===== src/rtl/pic_pkg.sv =====
`timescale 1ns/1ps
package pic_pkg;
    localparam int DATA_W   = 32;
    localparam int ADDR_W   = 8;
    localparam int PRIO_W   = 5;
    localparam int CFG_W    = PRIO_W + 2;
    localparam int CFG_BASE = 'h1C;

    localparam logic [ADDR_W-1:0] OFS_PEND   = 8'h00;
    localparam logic [ADDR_W-1:0] OFS_MASK   = 8'h04;
    localparam logic [ADDR_W-1:0] OFS_VECN   = 8'h10;
    localparam logic [ADDR_W-1:0] OFS_VECF   = 8'h14;
    localparam logic [ADDR_W-1:0] OFS_CTRL   = 8'h18;
    localparam logic [ADDR_W-1:0] OFS_SWTRIG = 8'h9C;

    typedef enum logic { CLS_NORMAL = 1'b0, CLS_FAST = 1'b1 } req_class_e;

    typedef struct packed {
        logic [PRIO_W-1:0] prio;
        logic              level;
        logic              to_fast;
    } line_cfg_t;

    function automatic line_cfg_t unpack_cfg(input logic [CFG_W-1:0] w);
        line_cfg_t c;
        c.prio    = w[CFG_W-1:2];
        c.level   = w[1];
        c.to_fast = w[0];
        return c;
    endfunction

    function automatic logic [DATA_W-1:0] lowest_one(input logic [DATA_W-1:0] v);
        return v & (~v + DATA_W'(1));
    endfunction
endpackage


===== src/rtl/pic_pending.sv =====
`timescale 1ns/1ps
module pic_pending #(
    parameter int NUM_LINES = 32,
    localparam int LINE_W = $clog2(NUM_LINES)
) (
    input  logic                 clk,
    input  logic                 rst,
    input  logic [NUM_LINES-1:0] lines_in,
    input  logic [NUM_LINES-1:0] sw_pulse,
    input  logic [NUM_LINES-1:0] level_mask,
    input  logic                 wr_pend,
    input  logic [NUM_LINES-1:0] wr_keep,
    input  logic                 ack_vld,
    input  logic [LINE_W-1:0]    ack_idx,
    output logic [NUM_LINES-1:0] pending
);
    logic [NUM_LINES-1:0] eff_in;
    logic [NUM_LINES-1:0] eff_q;
    logic [NUM_LINES-1:0] pend_q;
    logic [NUM_LINES-1:0] pend_d;
    logic [NUM_LINES-1:0] rise;

    assign eff_in = lines_in | sw_pulse;
    assign rise   = eff_in & ~eff_q & ~level_mask;

    always_comb begin
        pend_d = pend_q;
        // software clear, level lines with an active input survive
        if (wr_pend) begin
            pend_d = pend_d & (wr_keep | (eff_in & level_mask));
        end
        // vector read acknowledges only edge lines
        if (ack_vld && !level_mask[ack_idx]) begin
            pend_d[ack_idx] = 1'b0;
        end
        // level lines follow their input
        pend_d = (pend_d & ~level_mask) | (eff_in & level_mask);
        // new edges win over any clear in the same cycle
        pend_d = pend_d | rise;
    end

    always_ff @(posedge clk) begin
        if (rst) begin
            eff_q  <= '0;
            pend_q <= '0;
        end else begin
            eff_q  <= eff_in;
            pend_q <= pend_d;
        end
    end

    assign pending = pend_q;
endmodule


===== src/rtl/pic_arbiter.sv =====
`timescale 1ns/1ps
module pic_arbiter
    import pic_pkg::*;
#(
    parameter int NUM_LINES = 32,
    localparam int LINE_W = $clog2(NUM_LINES)
) (
    input  logic [NUM_LINES-1:0]             cand,
    input  logic [NUM_LINES-1:0][PRIO_W-1:0] prio,
    output logic                             hit,
    output logic [LINE_W-1:0]                win_idx
);
    logic [PRIO_W-1:0] best_p;

    // ascending scan with <= : ties resolve to the highest line number
    always_comb begin
        hit     = 1'b0;
        best_p  = '1;
        win_idx = '0;
        for (int i = 0; i < NUM_LINES; i++) begin
            if (cand[i] && (!hit || prio[i] <= best_p)) begin
                hit     = 1'b1;
                best_p  = prio[i];
                win_idx = LINE_W'(i);
            end
        end
    end
endmodule


===== src/rtl/pic_agreement.sv =====
`timescale 1ns/1ps
module pic_agreement #(
    parameter int LINE_W = 5
) (
    input  logic              clk,
    input  logic              rst,
    input  logic              rearm,
    input  logic              hit,
    input  logic [LINE_W-1:0] win_idx,
    output logic              req,
    output logic              armed,
    output logic [LINE_W-1:0] vec
);
    always_ff @(posedge clk) begin
        if (rst) begin
            req   <= 1'b0;
            armed <= 1'b1;
            vec   <= '0;
        end else if (rearm) begin
            req   <= 1'b0;
            armed <= 1'b1;
        end else if (armed && hit) begin
            req   <= 1'b1;
            armed <= 1'b0;
            vec   <= win_idx;
        end
    end
endmodule


===== src/rtl/prio_intc.sv =====
`timescale 1ns/1ps
module prio_intc
    import pic_pkg::*;
#(
    parameter int NUM_LINES = 32
) (
    input  logic                 clk,
    input  logic                 rst,
    input  logic                 bus_sel,
    input  logic                 bus_we,
    input  logic [ADDR_W-1:0]    bus_addr,
    input  logic [DATA_W-1:0]    bus_wdata,
    output logic [DATA_W-1:0]    bus_rdata,
    input  logic [NUM_LINES-1:0] irq_lines,
    output logic                 irq_req,
    output logic                 fiq_req
);
    localparam int LINE_W = $clog2(NUM_LINES);
    localparam int NCLS   = 2;

    logic wr_en, rd_en;
    logic ctrl_hit, swtrig_hit, pend_hit, mask_hit;
    logic ack_vld;
    logic [LINE_W-1:0] ack_idx;

    logic [NUM_LINES-1:0]             mask_q;
    logic [NUM_LINES-1:0]             pend_q;
    logic [NUM_LINES-1:0]             level_mask;
    logic [NUM_LINES-1:0]             route_fast;
    logic [NUM_LINES-1:0][PRIO_W-1:0] prio_vec;
    logic [NUM_LINES-1:0]             sw_pulse;
    logic [DATA_W-1:0]                sw_onehot;

    logic [NCLS-1:0]             cls_req;
    logic [NCLS-1:0]             cls_armed;
    logic [NCLS-1:0][LINE_W-1:0] cls_vec;

    logic [DATA_W-1:0] rd_word;

    assign wr_en      = bus_sel && bus_we;
    assign rd_en      = bus_sel && !bus_we;
    assign pend_hit   = wr_en && (bus_addr == OFS_PEND);
    assign mask_hit   = wr_en && (bus_addr == OFS_MASK);
    assign ctrl_hit   = wr_en && (bus_addr == OFS_CTRL);
    assign swtrig_hit = wr_en && (bus_addr == OFS_SWTRIG);

    // software trigger: only the lowest set bit becomes a pulse
    assign sw_onehot = lowest_one(bus_wdata);
    assign sw_pulse  = swtrig_hit ? sw_onehot[NUM_LINES-1:0] : '0;

    // vector reads acknowledge the latched line
    always_comb begin
        ack_vld = 1'b0;
        ack_idx = cls_vec[CLS_NORMAL];
        if (rd_en && bus_addr == OFS_VECN) begin
            ack_vld = 1'b1;
            ack_idx = cls_vec[CLS_NORMAL];
        end else if (rd_en && bus_addr == OFS_VECF) begin
            ack_vld = 1'b1;
            ack_idx = cls_vec[CLS_FAST];
        end
    end

    always_ff @(posedge clk) begin
        if (rst) begin
            mask_q <= '1;
        end else if (mask_hit) begin
            mask_q <= bus_wdata[NUM_LINES-1:0];
        end
    end

    // per-line configuration words
    for (genvar n = 0; n < NUM_LINES; n++) begin : g_cfg
        localparam logic [ADDR_W-1:0] CFG_OFS = ADDR_W'(CFG_BASE + 4 * n);
        line_cfg_t cfg_r;

        always_ff @(posedge clk) begin
            if (rst) begin
                cfg_r <= '0;
            end else if (wr_en && bus_addr == CFG_OFS) begin
                cfg_r <= unpack_cfg(bus_wdata[CFG_W-1:0]);
            end
        end

        assign prio_vec[n]   = cfg_r.prio;
        assign level_mask[n] = cfg_r.level;
        assign route_fast[n] = cfg_r.to_fast;
    end

    pic_pending #(.NUM_LINES(NUM_LINES)) u_pend (
        .clk        (clk),
        .rst        (rst),
        .lines_in   (irq_lines),
        .sw_pulse   (sw_pulse),
        .level_mask (level_mask),
        .wr_pend    (pend_hit),
        .wr_keep    (bus_wdata[NUM_LINES-1:0]),
        .ack_vld    (ack_vld),
        .ack_idx    (ack_idx),
        .pending    (pend_q)
    );

    // one arbiter and one agreement stage per request class
    for (genvar c = 0; c < NCLS; c++) begin : g_cls
        logic [NUM_LINES-1:0] cand;
        logic                 hit;
        logic [LINE_W-1:0]    win;

        assign cand = pend_q & ~mask_q & ((c == 1) ? route_fast : ~route_fast);

        pic_arbiter #(.NUM_LINES(NUM_LINES)) u_arb (
            .cand    (cand),
            .prio    (prio_vec),
            .hit     (hit),
            .win_idx (win)
        );

        pic_agreement #(.LINE_W(LINE_W)) u_agr (
            .clk     (clk),
            .rst     (rst),
            .rearm   (ctrl_hit && bus_wdata[c]),
            .hit     (hit),
            .win_idx (win),
            .req     (cls_req[c]),
            .armed   (cls_armed[c]),
            .vec     (cls_vec[c])
        );
    end

    assign irq_req = cls_req[CLS_NORMAL];
    assign fiq_req = cls_req[CLS_FAST];

    // read mux
    always_comb begin
        rd_word = '0;
        case (bus_addr)
            OFS_PEND: rd_word = DATA_W'(pend_q);
            OFS_MASK: rd_word = DATA_W'(mask_q);
            OFS_VECN: rd_word = DATA_W'(cls_vec[CLS_NORMAL]);
            OFS_VECF: rd_word = DATA_W'(cls_vec[CLS_FAST]);
            default:  rd_word = '0;
        endcase
        for (int n = 0; n < NUM_LINES; n++) begin
            if (bus_addr == ADDR_W'(CFG_BASE + 4 * n)) begin
                rd_word = DATA_W'({prio_vec[n], level_mask[n], route_fast[n]});
            end
        end
    end

    assign bus_rdata = rd_en ? rd_word : '0;
endmodule


===== config.mk =====
export PLATFORM = sky130hd
export DESIGN_NAME = prio_intc
export DESIGN_NICKNAME = d
export VERILOG_FILES = /design/src/rtl/pic_pkg.sv /design/src/rtl/pic_pending.sv /design/src/rtl/pic_arbiter.sv /design/src/rtl/pic_agreement.sv /design/src/rtl/prio_intc.sv
export SDC_FILE = /design/constraint.sdc
export NUM_CORES = 2
export LEC_CHECK = 0
export CORE_MARGIN = 1.5
export CORE_UTILIZATION = 55
export CTS_CLUSTER_SIZE = 25
export DETAILED_ROUTE_END_ITERATION = 8
export DONT_BUFFER_PORTS = 1
export GPL_TIMING_DRIVEN = 0
export MAX_ROUTING_LAYER = met4
export PLACE_DENSITY = 0.72
export REMOVE_ABC_BUFFERS = 1
export SLEW_MARGIN = 10
export SYNTH_ARGS = -nofsm -noshare
export SYNTH_HDL_FRONTEND = slang
export SYNTH_SLANG_ARGS = --single-unit

===== constraint.sdc =====
create_clock -name clk -period 59.1 [get_ports clk]
set_input_delay 5.91 -clock clk [delete_from_list [all_inputs] [get_ports clk]]
set_output_delay 5.91 -clock clk [all_outputs]
set_load 0.02 [all_outputs]

* Yosys cells after proc, flatten, opt, wreduce, memory -nomap -nowiden *
Cells that the tools add are included.

storage, ports and cells
  input bits = 76
  output and inout port bits = 34
  flip-flop bits (word level) = 334

operators by class
  multiplexer cells = 233
  equal/unequal tests = 37
  reduce and logical (&&, ||, !) cells = 239
  bitwise gates (word level) = 22
  add/subtract/negate cells = 1
  $lt $le $gt $ge = 64

operator list
  kind                     number
  $mux W32                 36
  $mux W5                  96
  $and A32 B32 Y32         10
  $le A5 B5 Y1             62
  $not A32 Y32             6
  $eq A8 B7 Y1 const B     16
  $or A32 B32 Y32          4
  $pmux W32 S4             1
  $logic_and A1 B1 Y1      108
  $mux W1                  70
  $eq A8 B6 Y1 const B     8
  $eq A8 B8 Y1 const B     8
  $logic_not A1 Y1         64
  $mux W4                  16
  $logic_or A1 B1 Y1       62
  $add A32 B1 Y32 const B  1
  $eq A8 B5 Y1 const B     4
  $mux W3                  8
  $eq A8 B3 Y1 const B     1
  $logic_not A8 Y1         1
  $mux W2                  4
  $lt A5 B6 Y1 const B     1
  $bmux W1 S5              1
  $demux W1 S5             1
  other kinds (4)          7

* Logic depth before layout (Yosys ltp) *
  word-level depth = 130
  gate-level depth with buffers = 272

* Cells and area by module *
From an unflattened synthesis, not the netlist that was laid out.

second synthesis, totals
  cell total of the unflattened synthesis = 4534
  area, all modules = 33992.6 µm²

modules (own cells, without submodules)
  module         seq. area each (µm²)  cells an instance  times used  area each (µm²)
  pic_arbiter    0.0                   1256               2           8418.1
  prio_intc      5124.9                1622               1           13337.8
  pic_pending    1281.2                340                1           3220.6
  pic_agreement  140.1                 30                 2           299.0

* Least setup slack after synthesis *
OpenSTA, ideal clock, no wires.

  path type = register to register
  from = reg g_cfg[0].cfg_r[0] (netlist bit)
  to = reg g_cls[1].u_agr.vec[2]
  data required time = 59014 ps
  buffers on the path = 9
  arrival = 48885 ps
  stages on the path, launching flop included = 257
  setup slack = 10129 ps
  cell sequence = dfxtp_1 nand3b_1 clkbuf_1 or2_2 ha_1 maj3_2 o21a_2 o21ai_1 nor2_1 a21oi_1 inv_1 ha_1 nand3_1 nor3_1 nand2_1 o31ai_1 a211oi_1 o21ai_0 [... 221 more ...] nand2b_1 a21oi_1 a31oi_1 a21o_1 mux2_2 ha_1 nor2b_1 o21a_1 o21ai_0 nand2b_1 a21oi_1 a31oi_1 a21oi_1 nor2b_1 nand2_1 nor2_1 o21a_1 a211oi_1

on the way
  cells in the longest elaborated chain, start to end = 128
  elaborated cells between the ends (all ways) = 218

ends and longest elaborated chain
  item                                                     RTL line             source
  from (decl)                                              prio_intc.sv:75      line_cfg_t cfg_r;
  from (signal assigned)                                   prio_intc.sv:81      cfg_r <= unpack_cfg(bus_wdata[CFG_W-1:0]);
  $and A32 B32 Y32 (*)                                     prio_intc.sv:109     assign cand = pend_q & ~mask_q & ((c == 1) ? route_fast : ~route_fast);
  $mux W5 / $mux W1 (equally long branches)                pic_arbiter.sv:21    if (cand[i] && (!hit || prio[i] <= best_p)) begin
  $le A5 B5 Y1 / $logic_not A1 Y1 (equally long branches)  pic_arbiter.sv:21
  $logic_or A1 B1 Y1                                       pic_arbiter.sv:21
  $logic_and A1 B1 Y1                                      pic_arbiter.sv:21
  $mux W5 / $mux W1 (equally long branches)                pic_arbiter.sv:21
  $le A5 B5 Y1 / $logic_not A1 Y1 (equally long branches)  pic_arbiter.sv:21
  $logic_or A1 B1 Y1                                       pic_arbiter.sv:21
  [... 112 more ...]                                       -
  $logic_and A1 B1 Y1                                      pic_arbiter.sv:21
  $mux W5 / $mux W1 (equally long branches)                pic_arbiter.sv:21
  $le A5 B5 Y1 / $logic_not A1 Y1 (equally long branches)  pic_arbiter.sv:21
  $logic_or A1 B1 Y1                                       pic_arbiter.sv:21
  $logic_and A1 B1 Y1                                      pic_arbiter.sv:21
  $mux W1                                                  pic_arbiter.sv:21
  $logic_and A1 B1 Y1                                      pic_agreement.sv:22  end else if (armed && hit) begin
  $reduce_and A2 Y1 (no line)                              -
  to (signal assigned)                                     pic_agreement.sv:25  vec <= win_idx;
  to (decl)                                                pic_agreement.sv:12  output logic [LINE_W-1:0] vec

Every way passes the cells marked *; elsewhere a longest branch is shown, timed or not.
A chain may end at the register's enable or synchronous reset.

* Final worst setup path *
  from = reg u_pend.pend_q[0] (netlist: u_pend.pending[0])
  to = reg g_cls[0].u_agr.vec[4]

on the way
  cells in the longest elaborated chain, start to end = 129
  elaborated cells between the ends (all ways) = 207

ends and longest elaborated chain
  item                                                     RTL line             source
  from (decl)                                              pic_pending.sv:19    logic [NUM_LINES-1:0] pend_q;
  from (signal assigned)                                   pic_pending.sv:48    pend_q <= pend_d;
  $and A32 B32 Y32 (*) (2 in a row)                        prio_intc.sv:109
  $mux W5 / $mux W1 (equally long branches)                pic_arbiter.sv:21
  $le A5 B5 Y1 / $logic_not A1 Y1 (equally long branches)  pic_arbiter.sv:21
  $logic_or A1 B1 Y1                                       pic_arbiter.sv:21
  $logic_and A1 B1 Y1                                      pic_arbiter.sv:21
  $mux W5 / $mux W1 (equally long branches)                pic_arbiter.sv:21
  $le A5 B5 Y1 / $logic_not A1 Y1 (equally long branches)  pic_arbiter.sv:21
  $logic_or A1 B1 Y1                                       pic_arbiter.sv:21
  [... 112 more ...]                                       -
  $logic_and A1 B1 Y1                                      pic_arbiter.sv:21
  $mux W5 / $mux W1 (equally long branches)                pic_arbiter.sv:21
  $le A5 B5 Y1 / $logic_not A1 Y1 (equally long branches)  pic_arbiter.sv:21
  $logic_or A1 B1 Y1                                       pic_arbiter.sv:21
  $logic_and A1 B1 Y1                                      pic_arbiter.sv:21
  $mux W1                                                  pic_arbiter.sv:21
  $logic_and A1 B1 Y1                                      pic_agreement.sv:22
  $reduce_and A2 Y1 (no line)                              -
  to (signal assigned)                                     pic_agreement.sv:25
  to (decl)                                                pic_agreement.sv:12

Marked as above.

==> results.txt <==
GRT Overall Usage - 38.3%
First-pass GRT wire length - 168000 um
Met1 Use GR - 50.0%
Setup TNS - 0 ps
Clock Latency Late Sink - 550 ps
GRT overflow - 0
Status - finished, final reports clean
Syn avg cell area - 7.06 sq um
Final nets - 4554
Multi-input logic area - 22600 sq um
Startpoint types - flip-flop
Required time of the critical path - 59510 ps
Die area - 57500 sq um
Largest area contributor in the netlist - dfxtp_1
Top cell type's share of synthesized area - 21.7%
M3 GR Usage - 7.68%
Vias per inst - 6.61
H-tree Lvls - 2
Fraction of layout cells with a size suffix above 1 - 6.47%
Actual slew at the worst max-slew pin - 1380 ps
Clock Sinks - 334
Finish-stage setup viols - 0
Fillers - 5369
Worst VDD drop - 0.0000265 V
Num CTS Buffers - 35
Post-synth cell types - 101
Initial core utilization - 55.8%
Vias in the first global route - 29206
CP Class - flip-flop to flip-flop
Worst hold stages - 2
Slew headroom - 7.98%
Critical Path Most Common Cell - ha_1
Post-synth EDFFs - 0
Initial antenna violation count - 10
Crit-path max cell delay - 610 ps
Residual DRC count - 0
FMAX - 18.2 MHz
Chip width - 240 um
Main synth FF type - dfxtp_1
P per Cell Area - 14.5 nW/um^2
Via count - 33072
Period minus WS final - 54850 ps
Clk root buf - clkbuf_16
Core Footprint - 55300 sq um
Rows - 86
Worst-path clk slew - 70 ps
Area grow syn2layout - 5.80%
Slowest library cell on the worst path - o211ai_1
Busiest layer in global routing - met2
Clk buf depth - 3
CP arrival - 55250 ps
Largest net degree at the start of global routing - 333
Pre-Repair DR Iteration Count - 6
Leakage - 13.9 nW
Met2 Use GR - 58.1%
HPWL after DPL - 83500 um
DRT antenna net count - 0
Dpl ws - 1420 ps
WHS - 446 ps
Setup WS post-layout - 4250 ps
DIE HEIGHT - 240 um
Post-Syn Area - 30800 sq um
Clock skew - 28.2 ps
Seq/Total Area, Yosys - 21.7%
Routed WL - 112000 um
CP max FO - 12
Worst R2R Path Depth - 245
Post-route cell area - 32600 sq um
Crit. End Element - flip-flop
Area contributors post-synth - dfxtp_1, ha_1, nand2_1, a21oi_1, nor2_1
Num ports - 110
Post-synthesis sequential element count - 334
Fin util - 59.0%
Tightest Hold Check Type - flip-flop to flip-flop
Max Slew Vio Count - 0
Port bufs - 0
Final Cycle Share - 92.8%
Total area of sequential cells - 6690 sq um
DRT iter0 DRCs - 4188
CTS tree - yes
Area after DPL - 31300 sq um
Wire per inst - 22.3 um
GPL Wtd Cong - 1.01
FFs w/ async S/R, synth - 0%
Final Hold Vio Count - 0
Synth warn - 0
Synth Instances - 4367
CTS Hold Bufs - 0
Max Cap Violations - 0
## power breakdown
| group | leakage, nW | internal [W] | switching (W) |
|---|---|---|---|
| registers | 2.71 | 0.000229 | 0.00000343 |
| logic | 10.7 | 0.00000690 | 0.00000983 |
| clock network | 0.565 | 0.000128 | 0.0000980 |
| total | 13.9 | 0.000363 | 0.000111 |
## repair_timing
action	in CTS	in global routing
gates resized for setup	0	35
endpoints found under the setup margin	0	10
buffers inserted	0	3
## stage by stage
stage	total power (W)	std cells
global placement	0.000252	4925
detailed placement	0.000253	4934
global route	0.000484	5007
floorplan	0.000247	4177
finish	0.000475	5007
CTS	0.000472	4994
## final cells by class
type | instances | share of cell area (%)
multi-input cells | 3560 | 69.2
flip-flops and latches | 334 | 20.5
inverters | 283 | 3.26
clock buffers | 51 | 3.21
well taps | 748 | 2.87
repair buffers | 12 | 0.617
clock inverters | 9 | 0.272
diodes | 10 | 0.0767
## placed cells by master (no fill, tap or decap), drive strengths merged, types with 38 or more instances in the layout
cell type	instances
a211oi	58
a21o	103
a21oi	465
a22oi	85
a31oi	76
and3	69
clkbuf	51
dfxtp	334
ha	252
inv	283
mux2	76
mux2i	58
nand2	658
nand2b	43
nand3	250
nand3b	61
nor2	350
nor3	70
nor3b	64
o211ai	71
o21a	38
o21ai	238
## metal layers
metal,up-vias,part of all wire (%)
met5,-,0
met4,0,4.3
met3,262,11
met2,1719,44
met1,15443,41
li1,15648,-
## synth_stat cells (all sizes together), types with 64 or more instances
cell	number
and3	69
clkbuf	179
nor3	70
o21ai	238
a21o	103
a31oi	76
nor3b	64
nor2	350
nand2	658
o211ai	71
mux2	76
a22oi	85
ha	252
dfxtp	334
a21oi	465
nand3	250
inv	281
## kinds of logic after synthesis
logic type / share of synthesized area [%]
and+or+nand+nor: 27.2
AOI/OAI and AO/OA: 28.7
buffers and inverters: 5.86
DFF: 21.7
adders and majority gates: 10.7
muxes: 5.29
xor gates and xnor gates: 0.596
## critical path, delay by kind of cell, from the launching register on
kind / cells / cell delay, ps
buffers and inverters: 14 / 1040
AND/OR/NAND/NOR: 59 / 10730
flip-flops: 1 / 460
multiplexers: 15 / 4820
AO/OA/AOI/OAI: 123 / 27900
adder cells (fa/ha/maj): 34 / 9740
## final timing paths
path,from,end,slack (ps)
worst max-delay path,u_pend.pending[0],g_cls[0].u_agr.vec[4],4250
worst min-delay path,g_cls[0].u_agr.armed,g_cls[0].u_agr.armed,450
worst max register to register,u_pend.pending[0],g_cls[0].u_agr.vec[4],4250
worst min register to register,g_cls[0].u_agr.armed,g_cls[0].u_agr.armed,450
## flip-flops by register name, indices dropped and copies added, names as in the netlist
register	cells
g_cls.u_agr.req	2
g_cls.u_agr.vec	10
u_pend.eff_q	32
mask_q	32
u_pend.pending	32
g_cls.u_agr.armed	2
g_cfg.cfg_r	224
(Power assumes the default switching activity.)
